### src/rtl/chain_cfg_pkg.sv
package chain_cfg_pkg;

  localparam int PRE_W = 12;
  localparam logic [PRE_W-1:0] PRE_PATTERN = 12'b1111_1111_0010;
  localparam int LEN_W = 24;

  typedef enum logic [2:0] {
    ST_HUNT,
    ST_LEN,
    ST_LOAD,
    ST_FWD,
    ST_DONE
  } cfgState_t;

  // strobes from control to datapath
  typedef struct packed {
    logic shiftPre;
    logic loadCnt;
    logic incCnt;
    logic shiftLen;
    logic shiftFrame;
    logic writeFrame;
    logic passDin;
  } cfgStrobe_t;

endpackage

### src/rtl/chain_cfg_ctrl.sv
module chain_cfg_ctrl
  import chain_cfg_pkg::*;
#(
  parameter int FRAME_BITS = 8,
  parameter int NUM_FRAMES = 4,
  parameter int AW = 2
) (
  input  logic          clk,
  input  logic          clr,
  input  logic          preMatch,
  input  logic          cntMatch,
  output cfgStrobe_t    strb,
  output logic [AW-1:0] frameIdx,
  output logic          start
);

  localparam int BW = (FRAME_BITS > 1) ? $clog2(FRAME_BITS) : 1;
  localparam int LW = $clog2(LEN_W);

  cfgState_t       state, nxt;
  logic [LW-1:0]   lenIdx;
  logic [BW-1:0]   bitIdx;
  logic            lastLen, lastBit, lastFrame;

  assign lastLen   = (lenIdx == LW'(LEN_W - 1));
  assign lastBit   = (bitIdx == BW'(FRAME_BITS - 1));
  assign lastFrame = (frameIdx == AW'(NUM_FRAMES - 1));
  assign start     = (state == ST_DONE);

  always_comb begin
    strb = '0;
    nxt  = state;
    case (state)
      ST_HUNT: begin
        strb.shiftPre = 1'b1;
        strb.passDin  = 1'b1;
        if (preMatch) begin
          strb.loadCnt = 1'b1;
          nxt          = ST_LEN;
        end
      end
      ST_LEN: begin
        strb.shiftLen = 1'b1;
        strb.incCnt   = 1'b1;
        strb.passDin  = 1'b1;
        if (lastLen) nxt = ST_LOAD;
      end
      ST_LOAD: begin
        strb.shiftFrame = 1'b1;
        strb.incCnt     = 1'b1;
        if (lastBit) begin
          strb.writeFrame = 1'b1;
          if (lastFrame) nxt = ST_FWD;
        end
      end
      ST_FWD: begin
        if (cntMatch) begin
          nxt = ST_DONE;
        end else begin
          strb.incCnt  = 1'b1;
          strb.passDin = 1'b1;
        end
      end
      ST_DONE: nxt = ST_DONE;
      default: nxt = ST_HUNT;
    endcase
  end

  always_ff @(posedge clk) begin
    if (clr) begin
      state    <= ST_HUNT;
      lenIdx   <= '0;
      bitIdx   <= '0;
      frameIdx <= '0;
    end else begin
      state <= nxt;
      if (strb.shiftLen)
        lenIdx <= lastLen ? '0 : lenIdx + LW'(1);
      if (strb.shiftFrame)
        bitIdx <= lastBit ? '0 : bitIdx + BW'(1);
      if (strb.writeFrame && !lastFrame)
        frameIdx <= frameIdx + AW'(1);
    end
  end

endmodule

### src/rtl/chain_cfg_dp.sv
module chain_cfg_dp
  import chain_cfg_pkg::*;
#(
  parameter int FRAME_BITS = 8,
  parameter int AW = 2
) (
  input  logic                  clk,
  input  logic                  clr,
  input  logic                  din,
  input  cfgStrobe_t            strb,
  input  logic [AW-1:0]         frameIdx,
  output logic                  preMatch,
  output logic                  cntMatch,
  output logic                  dout,
  output logic                  frameWr,
  output logic [FRAME_BITS-1:0] frameData,
  output logic [AW-1:0]         frameAddr
);

  logic [PRE_W-2:0]      preReg;
  logic [LEN_W-1:0]      lenReg;
  logic [LEN_W-1:0]      clkCnt;
  logic [FRAME_BITS-2:0] frameShift;
  logic                  outBit;

  assign preMatch = ({preReg, din} == PRE_PATTERN);
  assign cntMatch = (clkCnt == lenReg);

  always_ff @(posedge clk) begin
    if (clr) begin
      preReg     <= '0;
      lenReg     <= '0;
      clkCnt     <= '0;
      frameShift <= '0;
      outBit     <= 1'b1;
      frameWr    <= 1'b0;
      frameData  <= '0;
      frameAddr  <= '0;
    end else begin
      outBit  <= strb.passDin ? din : 1'b1;
      frameWr <= strb.writeFrame;
      if (strb.shiftPre)
        preReg <= (PRE_W-1)'({preReg, din});
      if (strb.shiftLen)
        lenReg <= {lenReg[LEN_W-2:0], din};
      if (strb.loadCnt)
        clkCnt <= LEN_W'(PRE_W);
      else if (strb.incCnt)
        clkCnt <= clkCnt + LEN_W'(1);
      if (strb.shiftFrame)
        frameShift <= (FRAME_BITS-1)'({frameShift, din});
      if (strb.writeFrame) begin
        frameData <= {frameShift, din};
        frameAddr <= frameIdx;
      end
    end
  end

  // downstream data changes on the falling edge
  always_ff @(negedge clk) begin
    dout <= outBit;
  end

endmodule

### src/rtl/chain_cfg_rx.sv
module chain_cfg_rx
  import chain_cfg_pkg::*;
#(
  parameter int FRAME_BITS = 8,
  parameter int NUM_FRAMES = 4,
  localparam int AW = (NUM_FRAMES > 1) ? $clog2(NUM_FRAMES) : 1
) (
  input  logic                  clk,
  input  logic                  clr,
  input  logic                  din,
  output logic                  dout,
  output logic                  frameWr,
  output logic [FRAME_BITS-1:0] frameData,
  output logic [AW-1:0]         frameAddr,
  output logic                  start
);

  cfgStrobe_t    strb;
  logic [AW-1:0] frameIdx;
  logic          preMatch, cntMatch;

  chain_cfg_ctrl #(
    .FRAME_BITS(FRAME_BITS),
    .NUM_FRAMES(NUM_FRAMES),
    .AW(AW)
  ) u_ctrl (
    .clk(clk), .clr(clr), .preMatch(preMatch), .cntMatch(cntMatch),
    .strb(strb), .frameIdx(frameIdx), .start(start)
  );

  chain_cfg_dp #(
    .FRAME_BITS(FRAME_BITS),
    .AW(AW)
  ) u_dp (
    .clk(clk), .clr(clr), .din(din), .strb(strb), .frameIdx(frameIdx),
    .preMatch(preMatch), .cntMatch(cntMatch), .dout(dout),
    .frameWr(frameWr), .frameData(frameData), .frameAddr(frameAddr)
  );

endmodule

### config.mk
export PLATFORM = sky130hd
export DESIGN_NAME = chain_cfg_rx
export DESIGN_NICKNAME = d
export VERILOG_FILES = /design/src/rtl/chain_cfg_pkg.sv /design/src/rtl/chain_cfg_ctrl.sv /design/src/rtl/chain_cfg_dp.sv /design/src/rtl/chain_cfg_rx.sv
export SDC_FILE = /design/constraint.sdc
export NUM_CORES = 1
export LEC_CHECK = 0
export CELL_PAD_IN_SITES_DETAIL_PLACEMENT = 1
export CELL_PAD_IN_SITES_GLOBAL_PLACEMENT = 1
export CORE_MARGIN = 4
export CORE_UTILIZATION = 53
export CTS_BUF_LIST = sky130_fd_sc_hd__clkbuf_8
export CTS_CLUSTER_DIAMETER = 50
export DETAILED_ROUTE_END_ITERATION = 10
export DONT_BUFFER_PORTS = 1
export GPL_TIMING_DRIVEN = 0
export PLACE_DENSITY = 0.85
export REMOVE_ABC_BUFFERS = 1
export SKIP_CTS_REPAIR_TIMING = 1
export SYNTH_ARGS = -nofsm -noshare
export SYNTH_HDL_FRONTEND = slang
export SYNTH_HIERARCHICAL = 1
export SYNTH_SLANG_ARGS = --single-unit
### constraint.sdc
create_clock -name clk -period 4.75 [get_ports clk]
set_input_delay 0.95 -clock clk [delete_from_list [all_inputs] [get_ports clk]]
set_output_delay 0.95 -clock clk [all_outputs]
set_load 0.02 [all_outputs]
-- After elaboration in Yosys (flattened, before gate mapping)
Cells that the tools add are included.
- add/sub/neg operators: 4
- eq/ne operators: 14
- muxes and demuxes: 18
- bitwise logic cells: 1
- reduce and logical (&&, ||, !) cells: 9
- operators by type and width (kind ; number):
    $add 24x1->24 const B ; 1
    $eq 24x24->1 ; 1
    $mux 3 ; 6
    $pmux 3 s5 ; 1
    $eq 12x12->1 const B ; 1
    $mux 4 ; 2
    $reduce_or 2->1 ; 4
    $eq 3x2->1 const B ; 2
    $eq 3x3->1 const B ; 2
    $ne 2x1->1 const B ; 3
    $add 5x1->5 const B ; 1
    $eq 5x5->1 const B ; 1
    $mux 5 ; 1
    $reduce_and 5->1 ; 1
    $mux 1 ; 4
    $mux 2 ; 2
    $ne 2x2->1 const B ; 2
    $pmux 1 s2 ; 2
    $add 3x1->3 const B ; 1
    $eq 3x1->1 const B ; 1
    $logic_not 3->1 ; 1
    $add 2x1->2 const B ; 1
    $eq 2x2->1 const B ; 1
    $reduce_bool 2->1 ; 1
    3 further kinds ; 3
- register bits after elaboration: 92
- input bits: 3
- output and inout port bits: 13
- logic and storage cells: 60

-- Logic depth before layout (Yosys ltp)
Gate-level depths: netlist of run 1.
- depth in word-level cells: 5
- depth in mapped cells: 12
- depth with buffers taken out: 10

-- Modules after synthesis
The synthesis of run 1 kept the hierarchy.
- modules (own cells, without submodules) (module ; instances ; cells each ; area an instance (um2) ; sequential area each (um2)):
    chain_cfg_dp ; 1 ; 348 ; 3310.7 ; 1581.5
    chain_cfg_ctrl ; 1 ; 77 ; 721.9 ; 260.2

==> results of run 1 <==
==> per-layer routing <==
metal	GRT usage [%]	up-vias
met5	0	-
li1	-	1442
met1	26.12	1465
met2	37.96	26
met3	5.683	5
met4	4.327	0
==> sequential cells by signal, summed over array words and instances, names as in the netlist, 3 cells and up <==
| signal | count |
|---|---|
| u_dp/clkCnt | 24 |
| u_dp/lenReg | 24 |
| u_dp/preReg | 11 |
| u_dp/frameData | 8 |
| u_dp/frameShift | 7 |
| u_ctrl/lenIdx | 5 |
| u_ctrl/bitIdx | 3 |
| u_ctrl/state | 3 |
==> final cells by class <==
type	instances	area [um^2]
clock inverter	8	71.32
inverter	3	11.26
fill	825	3043
sequential	92	1842
timing repair buffer	2	38.79
clock buffer	9	123.9
tap	99	123.9
multi-input combinational	304	2077
==> Yosys cell counts (2+ instances only) <==
master / count
nand2_1: 12
ha_1: 5
nor2b_1: 2
nand3_1: 13
clkbuf_1: 16
or3_1: 11
xor2_1: 21
nand4_1: 11
a21oi_1: 17
nor3_1: 6
buf_6: 2
o31ai_1: 2
mux2i_1: 58
buf_1: 4
nand3b_1: 2
nor2_1: 72
o21ai_0: 9
nand2b_1: 9
and2_1: 3
or4_1: 2
dfxtp_1: 92
or2_2: 2
nand4b_1: 4
nor4_1: 7
buf_2: 2
xnor2_1: 16
and4_1: 3
and3_1: 3
inv_1: 4
==> how the worst max path moves through the flow <==
stage | startpoint | cells past startpoint | endpoint | slack [ps]
final | u_dp/dout | 0 | dout | 590
after global routing | u_dp/dout | 0 | dout | 550
after CTS | u_dp/dout | 0 | dout | 560
after detailed placement | u_dp/dout | 0 | dout | 980
after global placement | u_dp/clkCnt[20] | 10 | u_dp/clkCnt[19] | 830
after floorplan | u_dp/dout | 0 | dout | 1030
==> where the power goes <==
group,switching [mW],internal (mW),total [mW]
sequential,0.00217,0.773,0.775
combinational,0.00440,0.00275,0.00715
clock,0.307,0.206,0.513
==> logic make-up (layout without fill, tap and decap cells) <==
logic type | Yosys count | count (layout)
and+or+nand+nor | 172 | 172
DFF | 92 | 92
muxes | 59 | 59
xor gates and xnor gates | 37 | 37
AOI/OAI and AO/OA | 31 | 31
buffers and inverters | 29 | 22
adders and majority gates | 5 | 5
==> cells in the final DEF, fill, tap and decap left out, drive strengths merged, types with 3 or more instances in the layout <==
cell type and instances:
nand3 14, nand4b 4, nor3b 3, dfxtp 92
ha 5, and3 3, and4 3, nor2 72
inv 8, or2 3, or4 3, nor3 6
o21ai 9, mux2i 58, xnor2 16, nand2b 9
nand2 12, clkbuf 9, or3 12, xor2 21
and2 3, a21oi 17, nand4 11, nor4 7
==> stage by stage <==
step | hold slack [ps] | area [um^2] | power, mW | setup WS, ps
floorplan | 443.7 | 3918 | 0.8007 | 1030
global placement | 452.3 | 4041 | 0.8023 | 830.1
detailed placement | 492.1 | 4096 | 0.8031 | 979.8
CTS | 505.2 | 4288 | 1.310 | 564.7
global route | 540.1 | 4288 | 1.350 | 546.8
finish | 497.6 | 4288 | 1.295 | 591.2
==> summary.md, run 1 <==
| Metric | Value |
|---|---|
| # DRC | 0 |
| TritonRoute pass-1 iters | 4 |
| Routed len/inst | 17.19 um |
| Port Buf Inserts | 0 |
| First-pass GRT wire length | 15.19 mm |
| Hold path endpoint | u_ctrl/bitIdx[1] |
| Dpl hpwl | 6.171 mm |
| Clock Skew | 35.52 ps |
| CP Launch Type | flip-flop |
| HP Start | u_ctrl/bitIdx[1] |
| Mean post-synth cell area | 9.489 um^2 |
| Top sig layer | met4 |
| Arrival @ worst endpoint | 3210 ps |
| Final ANT Viol Nets | 0 |
| Max-slew headroom | 12.55% |
| Clock sinks | 92 |
| P_leak | 1.569 nW |
| TritonCTS Buffers | 9 |
| Seq cells post-synth | 92 |
| Sum of negative setup slack | 0 ps |
| Hold path cells | 2 |
| Skew-Pair Late Insertion Delay | 390 ps |
| Post-layout util | 58.49% |
| Critical R2R Capture | u_dp/clkCnt[19] |
| Final Setup Violations | 0 |
| Initial antenna violation count | 0 |
| Yosys cell types | 44 |
| Remaining global-route overflow | 0 |
| CTS clock-pin slew for the worst setup and hold paths | 90 ps |
| Std cell rows | 31 |
| Share of the synthesized area in the top cell type | 45.67% |
| Core area | 7331 um^2 |
| Post-synth top flop | dfxtp_1 |
| Main combinational cell family by area after synthesis | simple AND/OR/NAND/NOR gates |
| Routability Congestion | 0.7491 |
| CP Capture Type | output pin |
| Mapped Cells | 425 |
| Die width | 95.23 um |
| WL met1 | 3.966 mm |
| Number of synthesized flops with an enable pin | 0 |
| Clock buffer depth | 2 |
| Vias per std cell | 5.683 |
| Post-Synth Simple-Gate Area | 22.49% |
| Largest net degree at the start of global routing | 75 |
| Synthesis-to-layout area growth | 6.329% |
| Worst Hold Class | flip-flop to flip-flop |
| Worst-Margin Slew | 1312 ps |
| Diode count | 0 |
| Post-Route WL | 8.888 mm |
| Starting Density | 55.01% |
| Crit path kind | flip-flop to output pin |
| Initial DRC count | 113 |
| RSZ-0062 raised after global routing | false |
| PwrDens | 302.0 nW/um^2 |
| Synth Warn # | 6 |
| Layout cells sized above 1 | 7.416% |
| Status | complete, no violations |
| Cell area after synthesis | 4033 um^2 |
| Synth area leaders | dfxtp_1, mux2i_1, nor2_1 |
| Worst R2R Path Depth | 10 |
| Met3 routed WL | 220 um |
| GRT Total Usage | 21.44% |
| Post-Place Cells | 501 |
| Max_cap viols | 0 |
| H-tree depth | 3 |
| Vias post-DR | 2,938 |
| Final hold viol count | 0 |
| Post-Synth XOR/XNOR Area | 8.036% |
| Nets | 421 |
| Synth Area in Compound Gates | 4.251% |
| CP required | 3800 ps |
| Vias in the first global route | 3,084 |
| Met2 WL | 4.656 mm |
| Largest area contributor in the netlist | dfxtp_1 |
| Mux cell area share after synthesis | 14.77% |
| R2R Setup Slk | 1320 ps |
| IO Count | 16 |
| Finished Layout Cells | 517 |
| R2R Path Start | u_dp/clkCnt[20] |
| Worst-path fanout max | 1 |
| Max VDD drop | 0.1699 mV |
| Post-synthesis sequential area ratio | 45.67% |
| Post-synthesis adder-cell area fraction | 1.551% |
| Total die area | 9068 um^2 |
| Synth async-reset ratio | 0% |
| Die Span Y | 95.23 um |
| Root Buffer | clkbuf_8 |
| Slew Limit Fails | 0 |
| CTS tree | built |
Note: power is estimated with default switching activity, not from simulation.
==> run 2, diff against run 1 <==
--- a/config.mk
+++ b/config.mk
@@ -5,6 +5,7 @@
 export SDC_FILE = /design/constraint.sdc
 export NUM_CORES = 1
 export LEC_CHECK = 0
+export ABC_CLOCK_PERIOD_IN_PS = 4750
 export CELL_PAD_IN_SITES_DETAIL_PLACEMENT = 1
 export CELL_PAD_IN_SITES_GLOBAL_PLACEMENT = 1
 export CORE_MARGIN = 4
@@ -15,6 +16,7 @@
 export DONT_BUFFER_PORTS = 1
 export GPL_TIMING_DRIVEN = 0
 export PLACE_DENSITY = 0.85
+export RECOVER_POWER = 25
 export REMOVE_ABC_BUFFERS = 1
 export SKIP_CTS_REPAIR_TIMING = 1
 export SYNTH_ARGS = -nofsm -noshare
==> run 2 against run 1 <==
Compared with the run above:
- the run now ends with capacitance limit, slew limit left
- setup slack lost 1.3 ps
- highest routed layer unchanged
- routed wire length is 0.34% lower
- sequential share of layout area rose by 0.24 points
- non-clock buffer count stayed put
- clock-buffer cell count is the same
- register-to-register slack about the same
==> summary.md, run 2 (same netlist as run 1, synthesis figures left out) <==
| Metric | Value |
|---|---|
| Total power | 1.294 mW (-0.11%) |
| CTS clock-pin slew for the worst setup and hold paths | 90 ps (about the same) |
| Finished Layout Cells | 517 (unchanged) |
| Sum of negative setup slack | 0 ps (unchanged) |
| Critical R2R Capture | u_dp/clkCnt[19] |
| Arrival @ worst endpoint | 3210 ps (about the same) |
| Crit path to | dout |
| Die width | 95.23 um (unchanged) |
| CP Capture Type | output pin |
| Clock sinks | 92 (unchanged) |
| Routability Congestion | 0.7491 (unchanged) |
| Max_cap viols | 1 (+1) |
| Vias post-DR | 2,933 (-0.17%) |
| PwrDens | 303.4 nW/um^2 (+0.45%) |
| IO Count | 16 (unchanged) |
| Skew-Pair Late Insertion Delay | 390 ps (about the same) |
| P_leak | 1.561 nW (-0.50%) |
| Synthesis-to-layout area growth | 5.740% |
| GRT Total Usage | 21.44% (unchanged) |
| Max-slew headroom | -33.79% (-46 points) |
| Critical Path Source | u_dp/dout |
| First-pass GRT wire length | 15.19 mm (unchanged) |
| Largest net degree at the start of global routing | 75 (unchanged) |
| Root Buffer | clkbuf_8 |
| TritonCTS Buffers | 9 (unchanged) |
| Initial antenna violation count | 0 (unchanged) |
| Clock Skew | 35.81 ps (+0.2890 ps) |
| Vias in the first global route | 3,084 (unchanged) |
| Crit path kind | flip-flop to output pin |
| H-tree depth | 3 (unchanged) |
| Worst path depth | 0 (unchanged) |
| RSZ-0062 raised after global routing | false |
| Slew Limit Fails | 14 (+14) |
| Post-Route WL | 8.858 mm (-0.34%) |
| # DRC | 0 (unchanged) |
| Most common cell after layout, fill and taps aside | dfxtp_1 |
| Diode count | 0 (unchanged) |
| Worst hold margin | 497.3 ps (-0.2680 ps) |
| Initial DRC count | 119 (+5.3%) |
| Die Span Y | 95.23 um (unchanged) |
| R2R Setup Slk | 1330 ps (about the same) |
| Max VDD drop | 0.1698 mV (about the same) |
| Worst R2R Path Depth | 10 (unchanged) |
| CP required | 3800 ps (about the same) |
| Vias per std cell | 5.673 (-0.17%) |
| Starting Density | 55.01% (unchanged) |
| Layout cells sized above 1 | 6.699% (-0.72 points) |
| Final hold viol count | 0 (unchanged) |
| Remaining global-route overflow | 0 (unchanged) |
| Most frequent cells in the layout | dfxtp_1, nor2_1, mux2i_1, xor2_1, a21oi_1 |
| Post-Place Cells | 501 (unchanged) |
| TritonRoute pass-1 iters | 4 (unchanged) |
| Status | complete, but fails checks |
| Total die area | 9068 um^2 (unchanged) |
| Final ANT Viol Nets | 0 (unchanged) |
| Nets | 421 (unchanged) |
| Port Buf Inserts | 0 (unchanged) |
| Worst-Margin Slew | 2002 ps (+690.8 ps) |
| CTS tree | built |
| CP Launch Type | flip-flop |
| Failing checks | capacitance limit, slew limit |
| Final Setup Violations | 0 (unchanged) |
| Worst Hold Class | flip-flop to flip-flop |
| Dpl hpwl | 6.171 mm (unchanged) |
| Clock buffer depth | 2 (unchanged) |
| Std cell rows | 31 (unchanged) |
| Largest registers | u_dp/clkCnt: 24 flops, u_dp/lenReg: 24 flops, u_dp/preReg: 11 flops |
| Worst-path fanout max | 1 (unchanged) |
| Routed len/inst | 17.13 um (-0.34%) |
| Core area | 7331 um^2 (unchanged) |
| R2R Path Start | u_dp/clkCnt[20] |
-- run 2: changes by cell type in the layout (fill, tap and decap cells not counted), sizes merged --
cell | previous run | this run
clkbuf | 9 | 10
buf | 2 | 1
-- run 2: worst register-to-register path, stage by stage, from the launching register on --
cell     delay [ps]
dfxtp_1         430
xor2_1          270
nor4_1          100
nand4_1         100
nor3_1           70
nand3_1         130
nor3b_2         770
nand3_1         300
or3_1           490
or4_1           520
a21oi_1         150
-- run 2: worst min-delay path by stage --
stage	depth (start not counted)	slack [ps]	startpoint	end
2_1_floorplan	2	440	u_ctrl/bitIdx[1]	u_ctrl/bitIdx[1]
3_3_place_gp	2	450	u_ctrl/bitIdx[1]	u_ctrl/bitIdx[1]
6_report	2	500	u_ctrl/bitIdx[1]	u_ctrl/bitIdx[1]
4_1_cts	2	510	u_ctrl/bitIdx[1]	u_ctrl/bitIdx[1]
5_1_grt	2	540	u_ctrl/lenIdx[4]	u_ctrl/lenIdx[4]
3_5_place_dp	2	490	u_ctrl/lenIdx[4]	u_ctrl/lenIdx[4]
-- run 2: final cells by class --
class                      instances  area [um^2]
fill                             829         3067
multi-input combinational        304         2061
sequential                        92         1842
clock buffer                       9        123.9
tap                               99        123.9
clock inverter                     8        71.32
timing repair buffer               2        31.28
inverter                           3        11.26
-- run 2: per-stage QoR --
step / cell area [um^2] / setup slack, ps / utilization, %
floorplan: 3918 / 1030 / -
global placement: 4041 / 830.1 / 55.13
detailed placement: 4096 / 979.8 / 55.88
CTS: 4288 / 564.7 / 58.49
global route: 4264 / 546.8 / 58.17
finish: 4264 / 589.9 / 58.17
-- run 2: report_power, final --
part	leakage, nW	switching (mW)	internal [mW]	total, mW
Clock	0.101	0.305	0.206	0.511
Combinational	0.718	0.00439	0.00276	0.00716
Sequential	0.742	0.00218	0.773	0.775
Total	1.56	0.312	0.982	1.29
-- run 2: per-layer routing --
layer	track usage [%]	share of wire [%]	up-vias
met5	0	0	-
met4	4.327	0.60	0
met3	5.683	2.4	7
met2	37.96	52	23
met1	26.12	45	1459
li1	-	-	1444
